File: config.mk
export PLATFORM = sky130hd
export DESIGN_NAME = paced_dac_ctrl
export DESIGN_NICKNAME = d
export VERILOG_FILES = /design/src/rtl/paced_dac_ctrl.sv
export SDC_FILE = /design/constraint.sdc
export NUM_CORES = 1
export LEC_CHECK = 0
export BUFFER_PORTS_ARGS = -buffer_cell sky130_fd_sc_hd__buf_2
export CORE_MARGIN = 3
export CORE_UTILIZATION = 55
export DETAILED_ROUTE_END_ITERATION = 12
export PLACE_DENSITY = 0.79
export SYNTH_ARGS = -nofsm -noshare
export SYNTH_HDL_FRONTEND = slang
export SYNTH_SLANG_ARGS = --single-unit
export TNS_END_PERCENT = 100
File: constraint.sdc
create_clock -name clk -period 8.34 [get_ports clk]
set_input_delay 2.502 -clock clk [delete_from_list [all_inputs] [get_ports clk]]
set_output_delay 2.502 -clock clk [all_outputs]
set_load 0.05 [all_outputs]
File: src/rtl/paced_dac_ctrl.sv
module paced_dac_ctrl #(
  parameter int ADDR_W = 16,
  parameter int CODE_W = 12,
  parameter logic [31:0] UNLOCK_KEY = 32'h600D_CA1B,
  parameter logic [ADDR_W-1:0] A_CFG = 16'h2010,
  parameter logic [ADDR_W-1:0] A_CODE = 16'h2048,
  parameter logic [ADDR_W-1:0] A_LOCK = 16'h2100,
  parameter logic [ADDR_W-1:0] A_GAIN = 16'h2104,
  parameter logic [ADDR_W-1:0] A_OFF0 = 16'h2108
) (
  input  logic              clk,
  input  logic              rst_n,
  input  logic [ADDR_W-1:0] bus_addr,
  input  logic [31:0]       bus_wdata,
  input  logic              bus_we,
  output logic [31:0]       bus_rdata,
  input  logic              mode_hs,
  output logic              amp_lo_gain,
  output logic              atten_on,
  output logic [CODE_W-1:0] dac_code,
  output logic              dac_upd
);
  localparam int RATE_W = 8;
  localparam int MID = 1 << (CODE_W - 1);
  localparam int LO = MID >> 2;
  localparam int HI = 2 * MID - LO;
  localparam int DW = CODE_W + 1;
  localparam int PW = 2 * DW;
  localparam int SW = CODE_W + 6;

  logic [RATE_W-1:0] cfg_rate, cnt, period_m1;
  logic              cfg_amp, cfg_att;
  logic [CODE_W-1:0] code_q, gain_q, off_sel, clamped, corr;
  logic [CODE_W-1:0] off_q [4];
  logic [31:0]       lock_q;
  logic              cal_open, tick;
  logic signed [DW-1:0] delta;
  logic signed [PW-1:0] prod;
  logic signed [SW-1:0] scaled, offs, total;

  assign amp_lo_gain = cfg_amp;
  assign atten_on    = cfg_att;
  assign cal_open    = (lock_q == UNLOCK_KEY);

  always_ff @(posedge clk or negedge rst_n) begin
    if (!rst_n) begin
      cfg_rate <= RATE_W'(15);
      cfg_amp  <= 1'b0;
      cfg_att  <= 1'b0;
      code_q   <= CODE_W'(MID);
      lock_q   <= 32'hDE87_A5A0;
      gain_q   <= CODE_W'(MID);
      for (int i = 0; i < 4; i++) off_q[i] <= '0;
    end else if (bus_we) begin
      if (bus_addr == A_CFG) begin
        cfg_att  <= bus_wdata[0];
        cfg_rate <= bus_wdata[8:1];
        cfg_amp  <= bus_wdata[12];
      end
      if (bus_addr == A_CODE) code_q <= bus_wdata[CODE_W-1:0];
      if (bus_addr == A_LOCK) lock_q <= bus_wdata;
      if (cal_open && bus_addr == A_GAIN) gain_q <= bus_wdata[CODE_W-1:0];
      for (int i = 0; i < 4; i++)
        if (cal_open && bus_addr == A_OFF0 + ADDR_W'(4 * i))
          off_q[i] <= bus_wdata[CODE_W-1:0];
    end
  end

  always_comb begin
    bus_rdata = '0;
    case (bus_addr)
      A_CFG:   bus_rdata = {19'b0, cfg_amp, 3'b0, cfg_rate, cfg_att};
      A_CODE:  bus_rdata = 32'(code_q);
      A_LOCK:  bus_rdata = lock_q;
      A_GAIN:  bus_rdata = 32'(gain_q);
      default: bus_rdata = '0;
    endcase
    for (int i = 0; i < 4; i++)
      if (bus_addr == A_OFF0 + ADDR_W'(4 * i)) bus_rdata = 32'(off_q[i]);
  end

  assign period_m1 = (cfg_rate < RATE_W'(2)) ? '0 : cfg_rate - RATE_W'(1);
  assign tick      = (cnt >= period_m1);

  always_ff @(posedge clk or negedge rst_n) begin
    if (!rst_n) cnt <= '0;
    else        cnt <= tick ? '0 : cnt + RATE_W'(1);
  end

  assign clamped = (code_q < CODE_W'(LO)) ? CODE_W'(LO) :
                   (code_q > CODE_W'(HI)) ? CODE_W'(HI) : code_q;
  assign off_sel = off_q[{mode_hs, cfg_att}];
  assign delta   = $signed({1'b0, clamped}) - $signed(DW'(MID));
  assign prod    = delta * $signed({1'b0, gain_q});
  assign scaled  = SW'(prod >>> (CODE_W - 1));
  assign offs    = SW'($signed(off_sel));
  assign total   = scaled + offs + SW'(MID);
  assign corr    = (total < 0) ? '0 :
                   (total > SW'((1 << CODE_W) - 1)) ? '1 : total[CODE_W-1:0];

  always_ff @(posedge clk or negedge rst_n) begin
    if (!rst_n) begin
      dac_code <= CODE_W'(MID);
      dac_upd  <= 1'b0;
    end else begin
      dac_upd <= tick;
      if (tick) dac_code <= corr;
    end
  end
endmodule

==> metrics.csv <==
stage,metric,value,unit
routing,via count,10200,
global_routing,number of global-route vias before repair,10700,
place,RePlAce Congestion,0.885,
critical_path,most frequent CP cell,fa_1,
run,maxcap violations,0,
logic_synthesis,Post-Synth XOR/XNOR Area,0.0252,
final_layout,Layout Nets,1681,
final_layout,Synth-to-Final Area Change,15.6,%
clock_tree,TritonCTS clock tree,built,
critical_path,crit path kind,flop to flop,
logic_synthesis,post-synthesis instance total,1271,
timing,crit path time final,8.19,ns
logic_synthesis,largest cells by area after synthesis,"fa_1 (21%), dfrtp_1 (21%), ha_1 (9.1%)",
timing,fin crit share,0.982,
critical_path,FF-to-FF path depth,34,
global_routing,pin count of the biggest net entering global routing,83,
floorplanning,row count,55,
routing,drt first pass iters,6,
floorplanning,Initial Utilization,0.571,
global_routing,initial antenna violation count,0,
routing,routed len/inst,20.1,um
logic_synthesis,Synth Cell Area,13200,um^2
logic_synthesis,Synth Register Bits,135,
hold_path,hold path cells,2,
timing,Fmax,122,MHz
logic_synthesis,commonest register cell after synthesis,dfrtp_1,
clock_tree,Clock Sinks,135,
power_and_ir_drop,PwrDens,125,nW/um^2
final_layout,filler cell count,1692,
timing,Clock Skew,0.00645,ns
logic_synthesis,register area share after synthesis,0.259,
routing,vias per cell,5.92,
routing,Initial DRC Count,751,
routing,post-route antenna net violation count,0,
clock_tree,worst-skew pair later-pin latency,0.42,ns
floorplanning,Die Area,25800,um^2
logic_synthesis,number of enable flip-flop cells after synthesis,0,
timing,Finish-stage setup viols,0,
routing,total wire length,34.6,mm
floorplanning,die height,161,um
logic_synthesis,net count after synthesis,1560,
logic_synthesis,synth warn,0,
floorplanning,I/O Pins,99,
logic_synthesis,most frequent cells after synthesis,"inv_1 (196), fa_1 (141), dfrtp_1 (112)",
timing,Worst slew margin,0.290,
critical_path,CP Capture Type,flop,
floorplanning,chip width,161,um
timing,total negative slack,0,ns
hold_path,Min-Delay Path Class,flop to flop,
clock_tree,clk buf depth,2,
place,Port Buf Inserts,98,
final_layout,Ant. Diodes,0,
logic_synthesis,cell taking the most area after synthesis,fa_1,
logic_synthesis,Adder-Cell Fraction of Synth Area,0.306,
logic_synthesis,top-count cell post-synth,inv_1,
critical_path,Critical Path Source Type,flop,
timing,Slew @ Worst Pin,1.06,ns
clock_tree,Root Driver,clkbuf_16,
critical_path,CP max FO,17,
critical_path,CP max stage delay,0.54,ns
global_routing,Overflow after GRT,0,
routing,DRC,0,
global_routing,first-pass GRT wire length,55.2,mm
place,HPWL after detailed placement,25.9,mm
logic_synthesis,"Distinct cells, synth",68,
logic_synthesis,Syn Area/Cell,10.3,um^2
clock_tree,clock-pin slew on the worst setup and hold paths,0.06,ns
final_layout,register area,3410,um^2
timing,hold_ws,0.477,ns
critical_path,WP data arrival,8.46,ns
logic_synthesis,Synth Area in Compound Gates,0.0775,
outcome,status,completed,
clock_tree,Inserted Clock Buffers,17,
final_layout,multi-input logic area,9020,um^2
power_and_ir_drop,Static Leakage,8.13,nW
clock_tree,cts hold-fix bufs,0,
clock_tree,Max H-tree Level,4,
timing,Final Hold Fails,0,
logic_synthesis,post-synth top area share,0.215,
critical_path,CP required,8.61,ns
power_and_ir_drop,VDD IR max,0.170,mV
global_routing,Global Route Usage Sum,0.270,
final_layout,layout cells sized above 1,0.280,
logic_synthesis,post-synthesis simple-gate area fraction,0.136,
logic_synthesis,Synth async-reset ratio,1.00,
critical_path,"slowest stage cell, crit path",fa_1,
floorplanning,Core Region,23100,um^2
logic_synthesis,largest family of logic cells by synthesized area,adder cells,
logic_synthesis,post-synthesis mux area share,0.121,
timing,max-slew violation count,0,
power_and_ir_drop,overall power,1.89,mW
## registers in the layout, indices dropped and copies added (netlist names)
name / flops
atten_on: 1
off_q: 48
code_q: 12
gain_q: 12
cnt: 8
cfg_rate: 8
amp_lo_gain: 1
dac_upd: 1
dac_code: 12
lock_q: 32
## worst max-delay path: cells and delay by family, from the launching register on
kind / cells / cell delay [ns]
xor+xnor: 2 / 0.33
simple gates: 4 / 0.88
fa+ha+maj: 9 / 3.77
flops: 1 / 0.43
buf+inv: 6 / 0.53
compound gates: 13 / 2.10
## placed cells by master (no fill, tap or decap), types with 8 or more instances in the layout
master and instances:
a211oi_1 10, a21o_1 13, a21oi_1 23, a221o_1 10
a222oi_1 9, a22oi_1 9, a31oi_1 11, and2_1 51
and3_1 49, buf_2 97, buf_4 54, clkbuf_16 18
dfrtp_1 112, dfstp_2 23, fa_1 139, ha_1 87
inv_1 195, mux2_2 100, mux2_4 10, mux4_2 12
nand2_1 107, nand2b_1 13, nand3_1 19, nor2_1 29
nor2b_1 13, nor3_1 9, nor4_1 8, o21ai_0 13
xnor2_1 19, xor2_1 16
## kinds of logic (layout without fill, tap and decap cells)
family,Yosys count,after routing
DFF,135,135
buffers and inverters,253,387
and+or+nand+nor,339,339
AOI/OAI and AO/OA,144,144
muxes,126,126
adders and majority gates,237,237
xor gates and xnor gates,37,37
## per-stage QoR
step / instances / util / cell area, um^2 / setup WS [ns]
2_1_floorplan: 1271 / - / 13200 / 0.210
3_3_place_gp: 1667 / 0.613 / 14100 / -0.0163
3_5_place_dp: 1667 / 0.613 / 14100 / -0.266
4_1_cts: 1703 / 0.643 / 14800 / 0.0270
5_1_grt: 1718 / 0.660 / 15200 / -0.148
6_report: 1718 / 0.660 / 15200 / 0.149
## power breakdown
part | internal (mW) | switching (mW)
Sequential | 0.697 | 0.0261
Clock | 0.535 | 0.292
Combinational | 0.101 | 0.244
## routing by layer
layer  global-route usage  routed length (um)  up-vias
met4                0.101                1250        0
met2                0.449               16800      543
met3               0.0536                3040      114
met5                    0                   0        -
met1                0.351               13500     5041
li1                     -                   -     4478
## worst paths after layout
check	startpoint	to	slack, ns
setup / recovery	code_q[9]$_DFFE_PN0P_	dac_code[4]$_DFFE_PN0N_	0.15
hold / removal	dac_code[11]$_DFFE_PN1N_	dac_code[11]$_DFFE_PN1N_	0.48
setup reg to reg	code_q[9]$_DFFE_PN0P_	dac_code[4]$_DFFE_PN0N_	0.15
hold reg to reg	dac_code[11]$_DFFE_PN1N_	dac_code[11]$_DFFE_PN1N_	0.48
max in group asynchronous	rst_n	lock_q[2]$_DFFE_PN0P_	4.90
min in group asynchronous	rst_n	off_q[1]$_DFFE_PN0P_	2.02
## what timing repair did
item | 4_1_cts | 5_1_grt
setup buffers | 4 | 13
cloned | 0 | 2
gates resized for setup | 6 | 53
endpoints found under the setup margin | 12 | 12
pin swaps | 3 | 26
## layout make-up
| cell class | count | area share |
|---|---|---|
| Tap cell | 313 | 0.0257 |
| Multi-Input combinational cell | 883 | 0.593 |
| Clock inverter | 13 | 0.0142 |
| Timing Repair Buffer | 158 | 0.0658 |
| Sequential cell | 135 | 0.224 |
| Clock buffer | 19 | 0.0285 |
| Inverter | 197 | 0.0486 |
(Power assumes the default switching activity.)
